File: config.mk
export PLATFORM = sky130hd
export DESIGN_NAME = ptp_tod_counter
export DESIGN_NICKNAME = d
export VERILOG_FILES = /design/src/rtl/ptp_tod_pkg.sv /design/src/rtl/ptp_tod_ns_step.sv /design/src/rtl/ptp_tod_sec_step.sv /design/src/rtl/ptp_tod_counter.sv
export SDC_FILE = /design/constraint.sdc
export NUM_CORES = 1
export LEC_CHECK = 0
export ABC_AREA = 0
export BUFFER_PORTS_ARGS = -buffer_cell sky130_fd_sc_hd__buf_4
export CAP_MARGIN = 25
export CORE_MARGIN = 8
export CORE_UTILIZATION = 55
export CTS_BUF_LIST = sky130_fd_sc_hd__clkbuf_16
export DETAILED_ROUTE_END_ITERATION = 8
export PLACE_DENSITY = 0.94
export SLEW_MARGIN = 25
export SYNTH_ARGS = -nofsm -noshare
export SYNTH_HDL_FRONTEND = slang
export SYNTH_SLANG_ARGS = --single-unit
File: constraint.sdc
create_clock -name clk -period 7.7 [get_ports clk]
set_clock_uncertainty 0.05 [all_clocks]
set_input_delay 0.385 -clock clk [delete_from_list [all_inputs] [get_ports clk]]
set_output_delay 0.385 -clock clk [all_outputs]
set_load 0.05 [all_outputs]
File: src/rtl/ptp_tod_pkg.sv
package ptp_tod_pkg;
    localparam int TOD_HI_W  = 16;
    localparam int TOD_SEC_W = 32;
    localparam int TOD_NS_W  = 32;
    localparam int TOD_INC_W = 8;

    localparam logic [TOD_NS_W-1:0] DEC_MODULUS = TOD_NS_W'(1000000000);
    localparam logic [TOD_NS_W-1:0] BIN_MODULUS = TOD_NS_W'(64'h8000_0000);

    typedef struct packed {
        logic [TOD_HI_W-1:0]  hi;
        logic [TOD_SEC_W-1:0] sec;
        logic [TOD_NS_W-1:0]  ns;
        logic                 ovf_flag;
        logic                 ovf_irq;
    } tod_state_t;
endpackage

File: src/rtl/ptp_tod_ns_step.sv
module ptp_tod_ns_step
    import ptp_tod_pkg::*;
#(
    parameter int NS_W  = TOD_NS_W,
    parameter int INC_W = TOD_INC_W
) (
    input  logic [NS_W-1:0]  ns_q,
    input  logic [INC_W-1:0] incr,
    input  logic             bin_mode,
    input  logic             load,
    input  logic [NS_W-1:0]  load_ns,
    output logic [NS_W-1:0]  ns_d,
    output logic             carry
);
    localparam int SUM_W = NS_W + 1;

    logic [SUM_W-1:0] sum;
    logic [SUM_W-1:0] modulus;
    logic [NS_W-1:0]  max_ns;

    always_comb begin
        modulus = bin_mode ? {1'b0, BIN_MODULUS} : {1'b0, DEC_MODULUS};
        max_ns  = modulus[NS_W-1:0] - NS_W'(1);
        sum     = {1'b0, ns_q} + SUM_W'(incr);
        carry   = 1'b0;
        ns_d    = sum[NS_W-1:0];
        if (load) begin
            ns_d = (load_ns > max_ns) ? max_ns : load_ns;
        end else if (sum >= modulus) begin
            ns_d  = NS_W'(sum - modulus);
            carry = 1'b1;
        end
    end
endmodule

File: src/rtl/ptp_tod_sec_step.sv
module ptp_tod_sec_step
    import ptp_tod_pkg::*;
#(
    parameter int SEC_W = TOD_SEC_W,
    parameter int HI_W  = TOD_HI_W
) (
    input  logic [SEC_W-1:0] sec_q,
    input  logic [HI_W-1:0]  hi_q,
    input  logic             carry,
    input  logic             load,
    input  logic [SEC_W-1:0] load_sec,
    input  logic [HI_W-1:0]  load_hi,
    output logic [SEC_W-1:0] sec_d,
    output logic [HI_W-1:0]  hi_d,
    output logic             wrap
);
    always_comb begin
        sec_d = sec_q;
        hi_d  = hi_q;
        wrap  = 1'b0;
        if (load) begin
            sec_d = load_sec;
            hi_d  = load_hi;
        end else if (carry) begin
            sec_d = sec_q + SEC_W'(1);
            if (&sec_q) begin
                wrap = 1'b1;
                hi_d = hi_q + HI_W'(1);
            end
        end
    end
endmodule

File: src/rtl/ptp_tod_counter.sv
module ptp_tod_counter
    import ptp_tod_pkg::*;
(
    input  logic                 clk,
    input  logic                 rst_n,
    input  logic                 bin_mode_i,
    input  logic [TOD_INC_W-1:0] incr_i,
    input  logic                 load_i,
    input  logic [TOD_HI_W-1:0]  load_hi_i,
    input  logic [TOD_SEC_W-1:0] load_sec_i,
    input  logic [TOD_NS_W-1:0]  load_ns_i,
    input  logic                 ovf_clr_i,
    output logic [TOD_HI_W-1:0]  hi_sec_o,
    output logic [TOD_SEC_W-1:0] sec_o,
    output logic [TOD_NS_W-1:0]  ns_o,
    output logic                 ovf_flag_o,
    output logic                 ovf_irq_o
);
    tod_state_t st_d, st_q;

    logic [TOD_NS_W-1:0]  ns_next;
    logic [TOD_SEC_W-1:0] sec_next;
    logic [TOD_HI_W-1:0]  hi_next;
    logic                 ns_carry;
    logic                 sec_wrap;

    ptp_tod_ns_step #(.NS_W(TOD_NS_W), .INC_W(TOD_INC_W)) ns_step_i (
        .ns_q     (st_q.ns),
        .incr     (incr_i),
        .bin_mode (bin_mode_i),
        .load     (load_i),
        .load_ns  (load_ns_i),
        .ns_d     (ns_next),
        .carry    (ns_carry)
    );

    ptp_tod_sec_step #(.SEC_W(TOD_SEC_W), .HI_W(TOD_HI_W)) sec_step_i (
        .sec_q    (st_q.sec),
        .hi_q     (st_q.hi),
        .carry    (ns_carry),
        .load     (load_i),
        .load_sec (load_sec_i),
        .load_hi  (load_hi_i),
        .sec_d    (sec_next),
        .hi_d     (hi_next),
        .wrap     (sec_wrap)
    );

    always_comb begin
        st_d          = st_q;
        st_d.ns       = ns_next;
        st_d.sec      = sec_next;
        st_d.hi       = hi_next;
        st_d.ovf_irq  = sec_wrap;
        st_d.ovf_flag = sec_wrap | (st_q.ovf_flag & ~ovf_clr_i);
    end

    always_ff @(posedge clk or negedge rst_n) begin
        if (!rst_n) st_q <= '0;
        else        st_q <= st_d;
    end

    assign hi_sec_o   = st_q.hi;
    assign sec_o      = st_q.sec;
    assign ns_o       = st_q.ns;
    assign ovf_flag_o = st_q.ovf_flag;
    assign ovf_irq_o  = st_q.ovf_irq;
endmodule

==> impl_metrics.csv <==
group,metric,value,unit
setup_path,worst_path_largest_cell_delay,0.57,ns
status,status,"finished with violations",
floorplan,rows,39,
floorplan,die-width,125,microns
final_layout,regArea,0.00205,sq mm
floorplan,core_area,0.0115,sq mm
synthesis,synth_top_area_cell,"dfrtp_1",
routing,drc,0,
setup_path,critPathSlowestCell,"a21oi_2",
power_and_ir_drop,power,0.00258,W
setup_path,cp.required,7.93,ns
setup_path,critPathMaxFanout,30,
setup_path,criticalPathCategory,"flop to flop",
clock_tree,postCtsHoldBufs,0,
final_layout,n_antenna_cell,0,
synthesis,synthArstFlopShare,1.00,
clock_tree,numCtsBuffers,9,
sta,fin_hold_ws,-0.0182,ns
worst_hold_path,hold_path_class,"primary input to asynchronous set/reset pin",
sta,final_max_slew_viol_count,0,
setup_path,worst_setup_path_start_kind,"flop",
synthesis,syn_area,0.00650,sq mm
sta,setup_viol,0,
synthesis,synth-edff-count,0,
floorplan,start_util,0.567,
placement,routabilityCongestion,0.956,
grt,grt_pass1_vias,7173,
synthesis,syn_inst,789,
synthesis,synth_flop_cell,"dfrtp_1",
setup_path,cp.arrival,6.25,ns
final_layout,nFillCells,834,
run,max_cap_viol_count,0,
routing,drt-initial-drc-count,739,
clock_tree,cts_root_buffer,"clkbuf_16",
final_layout,nets,1075,
clock_tree,ctsResizeCount,0,
power_and_ir_drop,p_leak,3.59,nW
setup_path,critPathCaptureType,"flop",
setup_path,crit-reg2reg-launch,"ns_o[0]",
sta,fin_tns_setup,0,ns
grt,grt_max_degree,91,
routing,vias,7063,
clock_tree,clock_sinks,82,
sta,fin_crit_sh,0.782,
routing,vias_per_cell,6.46,
clock_tree,h-tree-depth,3,
sta,fmax,166,MHz
setup_path,worstPathCellList,"ha_1 -> inv_1 -> fa_1 -> nand2b_1 -> a21o_1 -> a21oi_2 -> nand2_1 -> xnor2_1 -> ha_1 -> nand4_1 -> or4b_1 -> nor3_1 -> nand4_1 -> a2111oi_2 -> o21ai_2 -> nand3_1 -> buf_4 -> nand4_1 -> or4_1 -> nand3_1",
power_and_ir_drop,ir_drop,0.246,mV
sta,slew_headroom,0.330,
clock_tree,cts_tree,"built",
grt,grt.overflow.total,0,
setup_path,r2r_end,"hi_sec_o[8]",
setup_path,crit_top_cell,"nand4_1",
floorplan,die_area,0.0155,sq mm
power_and_ir_drop,p_per_area,315,mW/mm^2
synthesis,synth.top_cell.area_share,0.316,
synthesis,yosysMostFrequentCell,"nand2_1",
synthesis,synthTopCellsByCount,"114 x nand2_1, 82 x dfrtp_1, 56 x nor2_1",
grt,grt_pass1_wl,36.4,mm
setup_path,regToRegSetupSlack,1.68,ns
final_layout,drive_above_1_share,0.231,
setup_path,crit_family,"simple AND/OR/NAND/NOR gates",
floorplan,boundaryPins,175,
placement,dp_hpwl,16.8,mm
clock_tree,insertion_delay,0.36,ns
clock_tree,post_cts_buffers,0,
synthesis,ys_ff_latch,82,
status,failed_checks,"negative hold slack",
grt,track_usage,0.282,
routing,ant_nets,0,
synthesis,synth.area.top_cells,"dfrtp_1 32%, xor2_1 6.9%, ha_1 6.7%",
grt,antenna_found_initial,0,
sta,period_needed,6.02,ns
setup_path,path_buf_inv,2,
setup_path,rr_worst_depth,20,
synthesis,syn_nets,918,
clock_tree,clkTransAtPathRegs,0.06,ns
final_layout,syn2layout_area_growth,26.1,%
sta,final-hold-violation-count,5,
sta,tightestPinTransition,1.01,ns
placement,io_buffers,174,
sta,grt_setup_unrepaired,"false",
final_layout,multiInputGateArea,0.00422,sq mm
floorplan,die_h,125,microns
synthesis,synth-warning-count,0,
synthesis,syn_avg_cell_area,8.23,sq um
clock_tree,cts_buffer_depth,2,
routing,post_drt_wl_per_cell,20.8,microns
routing,routed_wl,22.8,mm
synthesis,synth-seq-area-share,0.316,
routing,first_pass_iters,5,
synthesis,synth_cell_types,77,
==> metrics by stage <==
step | hold slack [ns] | cells | utilization | instance area, sq um | setup WS, ns
2_1_floorplan | 0.0394 | 789 | - | 6500 | 2.68
3_3_place_gp | 0.498 | 1077 | 0.686 | 7860 | 1.93
3_5_place_dp | 0.378 | 1078 | 0.687 | 7880 | 1.67
4_1_cts | 0.00381 | 1094 | 0.715 | 8190 | 1.77
5_1_grt | 0.0464 | 1094 | 0.715 | 8190 | 1.27
6_report | -0.0182 | 1094 | 0.715 | 8190 | 1.68
==> worst max-delay path by stage <==
| stage | startpoint | end | cells after the start |
|---|---|---|---|
| floorplan | ns_o[0] | sec_o[25] | 21 |
| global placement | incr_i[0] | hi_sec_o[8] | 21 |
| detailed placement | incr_i[0] | hi_sec_o[8] | 21 |
| CTS | ns_o[0] | hi_sec_o[9] | 20 |
| global route | ns_o[0] | hi_sec_o[8] | 20 |
| finish | ns_o[0] | hi_sec_o[8] | 20 |
==> metal layers <==
metal  wire [microns]  GRT usage  vias to the layer above
li1                 -          -                     3171
met1             8580      0.329                     3277
met2            10700      0.459                      508
met3             2530     0.0847                      107
met4              939      0.149                        0
met5                0          0                        -
==> flip-flops by register name (all words and copies together), names as in the netlist <==
signal / flops
ns_o: 32
sec_o: 32
hi_sec_o: 16
ovf_flag_o: 1
ovf_irq_o: 1
==> power breakdown <==
group	internal, W	total [W]	switching, W
clock	0.000282	0.000476	0.000195
combinational	0.000501	0.00146	0.000960
sequential	0.000520	0.000645	0.000125
==> worst reg2reg max path, delay by kind of cell (launching register included) <==
kind | cells | cell delay (ns)
flip-flops | 1 | 0.35
adder cells (fa/ha/maj) | 3 | 0.94
AO/OA/AOI/OAI | 4 | 1.36
XOR/XNOR | 1 | 0.19
buffers and inverters | 2 | 0.50
AND/OR/NAND/NOR | 10 | 2.56
==> cells in the final DEF, fill, tap and decap left out, types with 8 or more instances in the layout <==
cell type | Yosys | layout
a211oi_1 | 8 | 8
a21o_1 | 8 | 8
a21oi_1 | 39 | 39
and2_1 | 8 | 8
and3_1 | 24 | 24
buf_4 | 1 | 178
clkbuf_16 | 0 | 9
dfrtp_1 | 82 | 82
ha_1 | 35 | 35
inv_1 | 19 | 22
mux2i_1 | 8 | 8
nand2_1 | 114 | 114
nand3_1 | 46 | 46
nand4_1 | 28 | 28
nor2_1 | 56 | 56
nor3_1 | 19 | 19
o211ai_1 | 9 | 9
o21a_1 | 8 | 8
o21ai_0 | 51 | 51
o21ai_1 | 20 | 20
xnor2_1 | 26 | 26
xor2_1 | 51 | 51
==> cell type report <==
| class | instances | area share |
|---|---|---|
| inverter | 20 | 0.00916 |
| tap | 143 | 0.0218 |
| clock buffer | 9 | 0.0275 |
| sequential | 82 | 0.250 |
| multi-input combinational | 654 | 0.515 |
| clock inverter | 7 | 0.0107 |
| timing repair buffer | 179 | 0.166 |
==> cells by family (layout without fill, tap and decap cells) <==
logic type | Yosys count | count (layout) | synth area share
mux | 13 | 13 | 0.0210
flops | 82 | 82 | 0.316
compound gates | 191 | 191 | 0.195
buf+inv | 53 | 215 | 0.0347
xor+xnor | 78 | 78 | 0.106
fa+ha+maj | 36 | 36 | 0.0705
simple gates | 336 | 336 | 0.257
Power figures use the tool's default switching activity.
